`src/rtl/fpr_pkg.sv`:
```
package fpr_pkg;

  typedef enum logic [1:0] {
    PREC_EXT = 2'b00,
    PREC_SGL = 2'b01,
    PREC_DBL = 2'b10,
    PREC_RSV = 2'b11
  } prec_e;

  typedef enum logic [1:0] {
    RM_NEAR = 2'b00,
    RM_ZERO = 2'b01,
    RM_DOWN = 2'b10,
    RM_UP   = 2'b11
  } rmode_e;

  // Increment decision from kept LSB, first dropped bit and the OR below it.
  function automatic logic round_up(input rmode_e m, input logic s,
                                    input logic lsb, input logic g,
                                    input logic st);
    logic r;
    case (m)
      RM_NEAR: r = g & (st | lsb);
      RM_ZERO: r = 1'b0;
      RM_DOWN: r = s & (g | st);
      default: r = ~s & (g | st);
    endcase
    return r;
  endfunction

  // Overflow produces infinity rather than the largest finite value.
  function automatic logic ovf_to_inf(input rmode_e m, input logic s);
    return (m == RM_NEAR) || (m == RM_DOWN && s) || (m == RM_UP && !s);
  endfunction

endpackage

```
`src/rtl/fpr_prec_select.sv`:
```
module fpr_prec_select
  import fpr_pkg::*;
(
  input  logic [1:0] prec_ctl,
  input  logic       sgl_op,
  input  logic       mem_dst,
  input  logic [1:0] mem_fmt,
  output prec_e      eff_prec,
  output logic       range_en
);

  prec_e sel;

  always_comb begin
    if (mem_dst)      sel = prec_e'(mem_fmt);
    else if (sgl_op)  sel = PREC_SGL;
    else              sel = prec_e'(prec_ctl);

    eff_prec = (sel == PREC_RSV) ? PREC_EXT : sel;
    // Reduced-precision operations to a register keep the full exponent.
    range_en = (eff_prec != PREC_EXT) && (mem_dst || !sgl_op);
  end

endmodule

```
`src/rtl/fpr_mant_round.sv`:
```
module fpr_mant_round
  import fpr_pkg::*;
#(
  parameter int MANT_W   = 64,
  parameter int SGL_BITS = 24,
  parameter int DBL_BITS = 53
) (
  input  logic              sign,
  input  logic [MANT_W-1:0] mant,
  input  logic [2:0]        grs,
  input  prec_e             eff_prec,
  input  rmode_e            rmode,
  output logic [MANT_W-1:0] rnd_mant,
  output logic              carry,
  output logic              inexact
);

  localparam int NUM_PREC = 3;

  for (genvar i = 0; i < NUM_PREC; i++) begin : g_prec
    localparam int KEEP = (i == 0) ? MANT_W : ((i == 1) ? SGL_BITS : DBL_BITS);
    localparam int DROP = MANT_W - KEEP;
    localparam logic [MANT_W:0] STEP = (MANT_W + 1)'(1) << DROP;

    logic              guard;
    logic              sticky;
    logic              lsb;
    logic              up;
    logic              inx;
    logic [MANT_W-1:0] trunc;
    logic [MANT_W:0]   sum;

    if (DROP == 0) begin : g_full
      assign guard  = grs[2];
      assign sticky = |grs[1:0];
      assign lsb    = mant[0];
      assign trunc  = mant;
    end else if (DROP == 1) begin : g_one
      assign guard  = mant[0];
      assign sticky = |grs;
      assign lsb    = mant[1];
      assign trunc  = {mant[MANT_W-1:1], 1'b0};
    end else begin : g_many
      assign guard  = mant[DROP-1];
      assign sticky = (|mant[DROP-2:0]) | (|grs);
      assign lsb    = mant[DROP];
      assign trunc  = {mant[MANT_W-1:DROP], {DROP{1'b0}}};
    end

    assign up  = round_up(rmode, sign, lsb, guard, sticky);
    assign sum = {1'b0, trunc} + (up ? STEP : '0);
    assign inx = guard | sticky;
  end

  logic [MANT_W:0] sum_sel;

  always_comb begin
    case (eff_prec)
      PREC_SGL: begin sum_sel = g_prec[1].sum; inexact = g_prec[1].inx; end
      PREC_DBL: begin sum_sel = g_prec[2].sum; inexact = g_prec[2].inx; end
      default:  begin sum_sel = g_prec[0].sum; inexact = g_prec[0].inx; end
    endcase
    carry = sum_sel[MANT_W];
    // On carry-out the kept field wrapped to zero: restore the integer bit.
    rnd_mant = carry ? {1'b1, {(MANT_W-1){1'b0}}} : sum_sel[MANT_W-1:0];
  end

endmodule

```
`src/rtl/fpr_exp_range.sv`:
```
module fpr_exp_range
  import fpr_pkg::*;
#(
  parameter int EXP_W    = 15,
  parameter int MANT_W   = 64,
  parameter int SGL_BITS = 24,
  parameter int DBL_BITS = 53,
  parameter int EXP_BIAS = 16383,
  parameter int SGL_EMAX = 127,
  parameter int DBL_EMAX = 1023
) (
  input  logic              sign,
  input  logic [EXP_W:0]    exp_in,
  input  logic [MANT_W-1:0] mant_in,
  input  prec_e             eff_prec,
  input  logic              range_en,
  input  rmode_e            rmode,
  output logic [EXP_W-1:0]  exp_out,
  output logic [MANT_W-1:0] mant_out,
  output logic              ovf,
  output logic              unf
);

  localparam int SGL_MAX_I = EXP_BIAS + SGL_EMAX;
  localparam int SGL_MIN_I = EXP_BIAS - SGL_EMAX + 1;
  localparam int DBL_MAX_I = EXP_BIAS + DBL_EMAX;
  localparam int DBL_MIN_I = EXP_BIAS - DBL_EMAX + 1;

  localparam logic [EXP_W:0] SGL_MAX = SGL_MAX_I[EXP_W:0];
  localparam logic [EXP_W:0] SGL_MIN = SGL_MIN_I[EXP_W:0];
  localparam logic [EXP_W:0] DBL_MAX = DBL_MAX_I[EXP_W:0];
  localparam logic [EXP_W:0] DBL_MIN = DBL_MIN_I[EXP_W:0];

  localparam logic [MANT_W-1:0] SGL_BIG = {{SGL_BITS{1'b1}}, {(MANT_W-SGL_BITS){1'b0}}};
  localparam logic [MANT_W-1:0] DBL_BIG = {{DBL_BITS{1'b1}}, {(MANT_W-DBL_BITS){1'b0}}};

  logic [EXP_W:0]    emax;
  logic [EXP_W:0]    emin;
  logic [MANT_W-1:0] big;

  always_comb begin
    if (eff_prec == PREC_SGL) begin
      emax = SGL_MAX; emin = SGL_MIN; big = SGL_BIG;
    end else begin
      emax = DBL_MAX; emin = DBL_MIN; big = DBL_BIG;
    end

    exp_out  = exp_in[EXP_W-1:0];
    mant_out = mant_in;
    ovf      = 1'b0;
    unf      = 1'b0;

    if (range_en) begin
      if (exp_in > emax) begin
        ovf = 1'b1;
        if (ovf_to_inf(rmode, sign)) begin
          exp_out  = '1;
          mant_out = '0;
        end else begin
          exp_out  = emax[EXP_W-1:0];
          mant_out = big;
        end
      end else if (exp_in < emin && |mant_in) begin
        unf      = 1'b1;
        exp_out  = '0;
        mant_out = '0;
      end
    end
  end

endmodule

```
`src/rtl/fp_round_unit.sv`:
```
module fp_round_unit
  import fpr_pkg::*;
#(
  parameter int EXP_W    = 15,
  parameter int MANT_W   = 64,
  parameter int SGL_BITS = 24,
  parameter int DBL_BITS = 53,
  parameter int EXP_BIAS = 16383,
  parameter int SGL_EMAX = 127,
  parameter int DBL_EMAX = 1023
) (
  input  logic              clk,
  input  logic              rst,
  input  logic              in_valid,
  input  logic              in_sign,
  input  logic [EXP_W-1:0]  in_exp,
  input  logic [MANT_W-1:0] in_mant,
  input  logic [2:0]        in_grs,
  input  logic [1:0]        prec_ctl,
  input  logic [1:0]        rnd_mode,
  input  logic              sgl_op,
  input  logic              mem_dst,
  input  logic [1:0]        mem_fmt,
  output logic              out_valid,
  output logic              out_sign,
  output logic [EXP_W-1:0]  out_exp,
  output logic [MANT_W-1:0] out_mant,
  output logic              out_inexact,
  output logic              out_overflow,
  output logic              out_underflow
);

  prec_e             eff_prec;
  logic              range_en;
  rmode_e            rmode;
  logic [MANT_W-1:0] rnd_mant;
  logic              carry;
  logic              rnd_inx;
  logic [EXP_W:0]    exp_adj;
  logic [EXP_W-1:0]  fin_exp;
  logic [MANT_W-1:0] fin_mant;
  logic              ovf;
  logic              unf;

  assign rmode = rmode_e'(rnd_mode);

  fpr_prec_select u_sel (
    .prec_ctl (prec_ctl),
    .sgl_op   (sgl_op),
    .mem_dst  (mem_dst),
    .mem_fmt  (mem_fmt),
    .eff_prec (eff_prec),
    .range_en (range_en)
  );

  fpr_mant_round #(
    .MANT_W   (MANT_W),
    .SGL_BITS (SGL_BITS),
    .DBL_BITS (DBL_BITS)
  ) u_rnd (
    .sign     (in_sign),
    .mant     (in_mant),
    .grs      (in_grs),
    .eff_prec (eff_prec),
    .rmode    (rmode),
    .rnd_mant (rnd_mant),
    .carry    (carry),
    .inexact  (rnd_inx)
  );

  assign exp_adj = {1'b0, in_exp} + {{EXP_W{1'b0}}, carry};

  fpr_exp_range #(
    .EXP_W    (EXP_W),
    .MANT_W   (MANT_W),
    .SGL_BITS (SGL_BITS),
    .DBL_BITS (DBL_BITS),
    .EXP_BIAS (EXP_BIAS),
    .SGL_EMAX (SGL_EMAX),
    .DBL_EMAX (DBL_EMAX)
  ) u_rng (
    .sign     (in_sign),
    .exp_in   (exp_adj),
    .mant_in  (rnd_mant),
    .eff_prec (eff_prec),
    .range_en (range_en),
    .rmode    (rmode),
    .exp_out  (fin_exp),
    .mant_out (fin_mant),
    .ovf      (ovf),
    .unf      (unf)
  );

  always_ff @(posedge clk) begin
    if (rst) begin
      out_valid     <= 1'b0;
      out_sign      <= 1'b0;
      out_exp       <= '0;
      out_mant      <= '0;
      out_inexact   <= 1'b0;
      out_overflow  <= 1'b0;
      out_underflow <= 1'b0;
    end else begin
      out_valid <= in_valid;
      if (in_valid) begin
        out_sign      <= in_sign;
        out_exp       <= fin_exp;
        out_mant      <= fin_mant;
        out_inexact   <= rnd_inx | ovf | unf;
        out_overflow  <= ovf;
        out_underflow <= unf;
      end
    end
  end

endmodule

```
`config.mk`:
```
export PLATFORM = sky130hd
export DESIGN_NAME = fp_round_unit
export DESIGN_NICKNAME = d
export VERILOG_FILES = /design/src/rtl/fpr_pkg.sv /design/src/rtl/fpr_prec_select.sv /design/src/rtl/fpr_mant_round.sv /design/src/rtl/fpr_exp_range.sv /design/src/rtl/fp_round_unit.sv
export SDC_FILE = /design/constraint.sdc
export NUM_CORES = 1
export LEC_CHECK = 0
export ABC_AREA = 1
export ABC_CLOCK_PERIOD_IN_PS = 6700
export BUFFER_PORTS_ARGS = -buffer_cell sky130_fd_sc_hd__buf_4
export CAP_MARGIN = 20
export CORE_MARGIN = 3
export CORE_UTILIZATION = 30
export DETAILED_ROUTE_END_ITERATION = 16
export GPL_ROUTABILITY_DRIVEN = 0
export GPL_TIMING_DRIVEN = 1
export HOLD_SLACK_MARGIN = 0.02
export SETUP_SLACK_MARGIN = 0.2
export SLEW_MARGIN = 20
export SYNTH_ARGS = -nofsm -noshare
export SYNTH_HDL_FRONTEND = slang
export SYNTH_SLANG_ARGS = --single-unit
```
`constraint.sdc`:
```
create_clock -name clk -period 6.7 [get_ports clk]
set_clock_uncertainty 0.2 [all_clocks]
set_input_delay 1.34 -clock clk [delete_from_list [all_inputs] [get_ports clk]]
set_output_delay 1.34 -clock clk [all_outputs]
set_load 0.1 [all_outputs]
```
==> flow_summary.toml <==
[grt]
grt_pass1_wl_mm = 63.5
met1_usage = 0.315
grt_max_degree = 82
grt_overflow = 0
grt.busiest_layer = "met2"
grt_pass1_vias = 11800
antenna_found_initial = 0
grt_usage = 0.233
met2_usage = 0.372
use_met3 = 0.0397

[synthesis]
yosysTopAreaCell = "nand2_1"
synth_cell_types = 41
ys_ff_latch = 84
syn_area_per_cell_um2 = 5.16
synth_top_family_by_area = "simple AND/OR/NAND/NOR gates"
ys_seq_area_frac = 0.175
synthAdderAreaFrac = 0.0221
mappedNetlistArea_mm2 = 0.00963
synth_cells = 1867
ys_warn_count = 0
synth_enable_flop_cells = 0
synth_top_area_share = 0.232
synth_mux_area_frac = 0
syn-num-nets = 1978
synthTopCellsByArea = "nand2_1 (23%), dfxtp_1 (17%), nand3_1 (11%)"
synth-main-ff-cell = "dfxtp_1"
async_reset_ff_frac = 0
synth_xor_area_frac = 0.0136
synthSimpleGateAreaFrac = 0.511
synth_compound_area_frac = 0.168

[critical_path]
cp_slowest_cell = "ha_1"
critPathCaptureType = "flop"
r2r_slack_ns = 5.77
required_ns = 6.78
crit_top_cell = "nand2_2"
worst-setup-path-type = "in2reg"
start_kind = "input port"
reg2reg_depth = 2
cp_max_fo = 11
r2r_start = "out_mant[63]$_SDFFE_PP0P_"
cp_top_family = "simple AND/OR/NAND/NOR gates"
cp.arrival_ns = 6.29
r2r_end = "out_mant[63]$_SDFFE_PP0P_"
cp_slowest_stage_delay_ns = 0.29
crit_buf_inv = 7
startpoint = "in_mant[38]"

[routing]
vias_per_cell = 5.31
wl_mm = 41.4
antenna_left = 0
wl_per_cell_um = 16.8
drc = 0
drt-initial-drc-count = 1506
vias = 13100
dr.pass1.iters = 6

[sta]
setup_viol = 0
fin_setup_tns_ns = 0
max_freq_mhz = 161
max-slew-margin-rel = 0.400
rsz0062_at_grt = "false"
tightest_slew_ns = 0.900
finalHoldViolCount = 0
fin_ws_ns = 0.496
fin_crit_sh = 0.926
period_needed_ns = 6.20
drv_slew = 0

[pwr]
ir_drop_uv = 139
power_density_mw_per_mm2 = 188
p_leak_nw = 5.80

[placement]
hpwl_mm = 32.0
place_ws_ns = -0.0705
io_buffers = 177

[die]
dieArea_mm2 = 0.0343
die_w_um = 185
core-area_mm2 = 0.0311
die_h_um = 185
initial_utilization = 0.310
io_pins = 178
rows = 64

[run]
cap_violations = 0

[clocking]
clk_latency_ns = 0.34
cts_tree = "yes"
cts.path.max_buffers = 2
clkSinkCount = 84
clk_pin_slew_ns = 0.07
cts_buffers = 9
root_buffer = "clkbuf_16"
cts_hold_buf = 0
cts_max_level = 3

[cells_and_area]
area_growth_syn_to_layout_pct = 29.0
drive_gt1_frac = 0.179
regArea_mm2 = 0.00168
fin_nets = 2175
multiInputGateArea_mm2 = 0.00714
diodes = 0
fillers = 3472

[min_path]
min_to = "out_mant[10]$_SDFFE_PP0P_"
hold-path-cell-count = 2
hp-start = "out_mant[10]$_SDFFE_PP0P_"
hold_path.class = "reg2reg"

[status]
status = "complete, no violations"
worst register-to-register path: stages (launching register included):
cell and delay, ns:
dfxtp_1 0.42, nand2_1 0.08, a21oi_1 0.16
cell usage after synthesis, types with 2 or more instances:
| cell type | count |
|---|---|
| nand4_1 | 32 |
| a21oi_1 | 143 |
| nand3_1 | 218 |
| nand3_2 | 2 |
| o21ai_1 | 11 |
| inv_2 | 11 |
| nor3_1 | 8 |
| o211ai_1 | 2 |
| ha_1 | 17 |
| inv_1 | 178 |
| xor2_1 | 14 |
| nor2_1 | 269 |
| buf_2 | 5 |
| nand2_2 | 7 |
| buf_6 | 7 |
| a31oi_1 | 3 |
| nand2_4 | 2 |
| dfxtp_1 | 84 |
| nor2_2 | 21 |
| clkinv_1 | 3 |
| buf_4 | 3 |
| buf_1 | 14 |
| o21bai_1 | 3 |
| nand2_1 | 596 |
| a21boi_1 | 2 |
| nor4_1 | 8 |
| clkbuf_1 | 45 |
| nor2_4 | 4 |
| o22ai_1 | 3 |
| o21ai_0 | 141 |
cells by family after synthesis:
group | count (synthesis)
adders and majority gates | 17
xor gates and xnor gates | 15
DFF | 84
AOI/OAI and AO/OA | 314
buffers and inverters | 266
and+or+nand+nor | 1171
flip-flops by register name (all words and copies together) (netlist names):
signal	count
out_valid	1
out_overflow	1
out_mant	64
out_inexact	1
out_underflow	1
out_sign	1
out_exp	15
cells in the final DEF (no fill, tap or decap), types with 2 or more instances in the layout:
cell,synthesis,layout
nand2_1,596,588
nor2_1,269,260
buf_4,3,250
nand3_1,218,215
inv_1,178,176
o21ai_0,141,139
a21oi_1,143,139
dfxtp_1,84,84
nand4_1,32,32
nor2_2,21,28
nand2_2,7,14
o21ai_1,11,12
xor2_1,14,12
inv_2,11,11
clkbuf_16,0,11
nor3_1,8,8
ha_1,17,8
nor2_4,4,6
ha_2,0,6
buf_12,0,5
nand3_2,2,4
a21oi_2,0,4
nor4_2,0,3
o22ai_1,3,3
nand2_4,2,3
nor4_4,0,3
clkinv_1,3,3
o21bai_1,3,3
a31oi_1,3,3
ha_4,0,3
xor2_2,0,2
nor4_1,8,2
inv_4,0,2
o211ai_1,2,2
a21boi_1,2,2
clkinvlp_4,0,2
clkinv_4,0,2
buf_6,7,2
area by class of cell:
class / count / share of cell area
Clock inverter: 6 / 0.00574
Multi-Input combinational cell: 1517 / 0.575
Clock buffer: 10 / 0.0192
Timing Repair Buffer: 260 / 0.166
Tap cell: 396 / 0.0399
Inverter: 192 / 0.0584
Sequential cell: 84 / 0.135
timing repair:
action	in CTS	in global routing
buffers inserted	0	4
setup endpoints to repair	0	71
resized for setup	0	45
power breakdown:
group          internal (W)  total [W]  switching (W)
clock              0.000302   0.000533       0.000231
combinational      0.000337    0.00123       0.000889
sequential         0.000548   0.000581      0.0000334
worst max-delay path by stage:
stage / end / slack [ns] / cells after the start
2_1_floorplan: out_mant[61]$_SDFFE_PP0P_ / 0.21 / 37
3_3_place_gp: out_exp[8]$_SDFFE_PP0P_ / -0.06 / 36
3_5_place_dp: out_exp[8]$_SDFFE_PP0P_ / -0.07 / 36
4_1_cts: out_mant[23]$_SDFFE_PP0P_ / 0.28 / 37
5_1_grt: out_mant[59]$_SDFFE_PP0P_ / 0.09 / 41
6_report: out_mant[59]$_SDFFE_PP0P_ / 0.50 / 41
routing by layer:
| layer | up-vias | share of wire |
|---|---|---|
| met1 | 5977 | 0.43 |
| met3 | 89 | 0.086 |
| met2 | 599 | 0.44 |
| met5 | - | 0 |
| li1 | 6435 | - |
| met4 | 0 | 0.040 |
stage by stage:
stage	util	power, W	instance area (µm²)	hold WS [ns]	std cells
after floorplan	-	0.00142	9720	0.709	1867
after global placement	0.380	0.00177	11800	0.257	2442
after detailed placement	0.381	0.00178	11800	0.261	2443
after CTS	0.391	0.00232	12100	0.272	2459
after global routing	0.400	0.00247	12400	0.286	2465
final	0.400	0.00234	12400	0.265	2465
No activity file was read; power rests on OpenSTA's default activity.
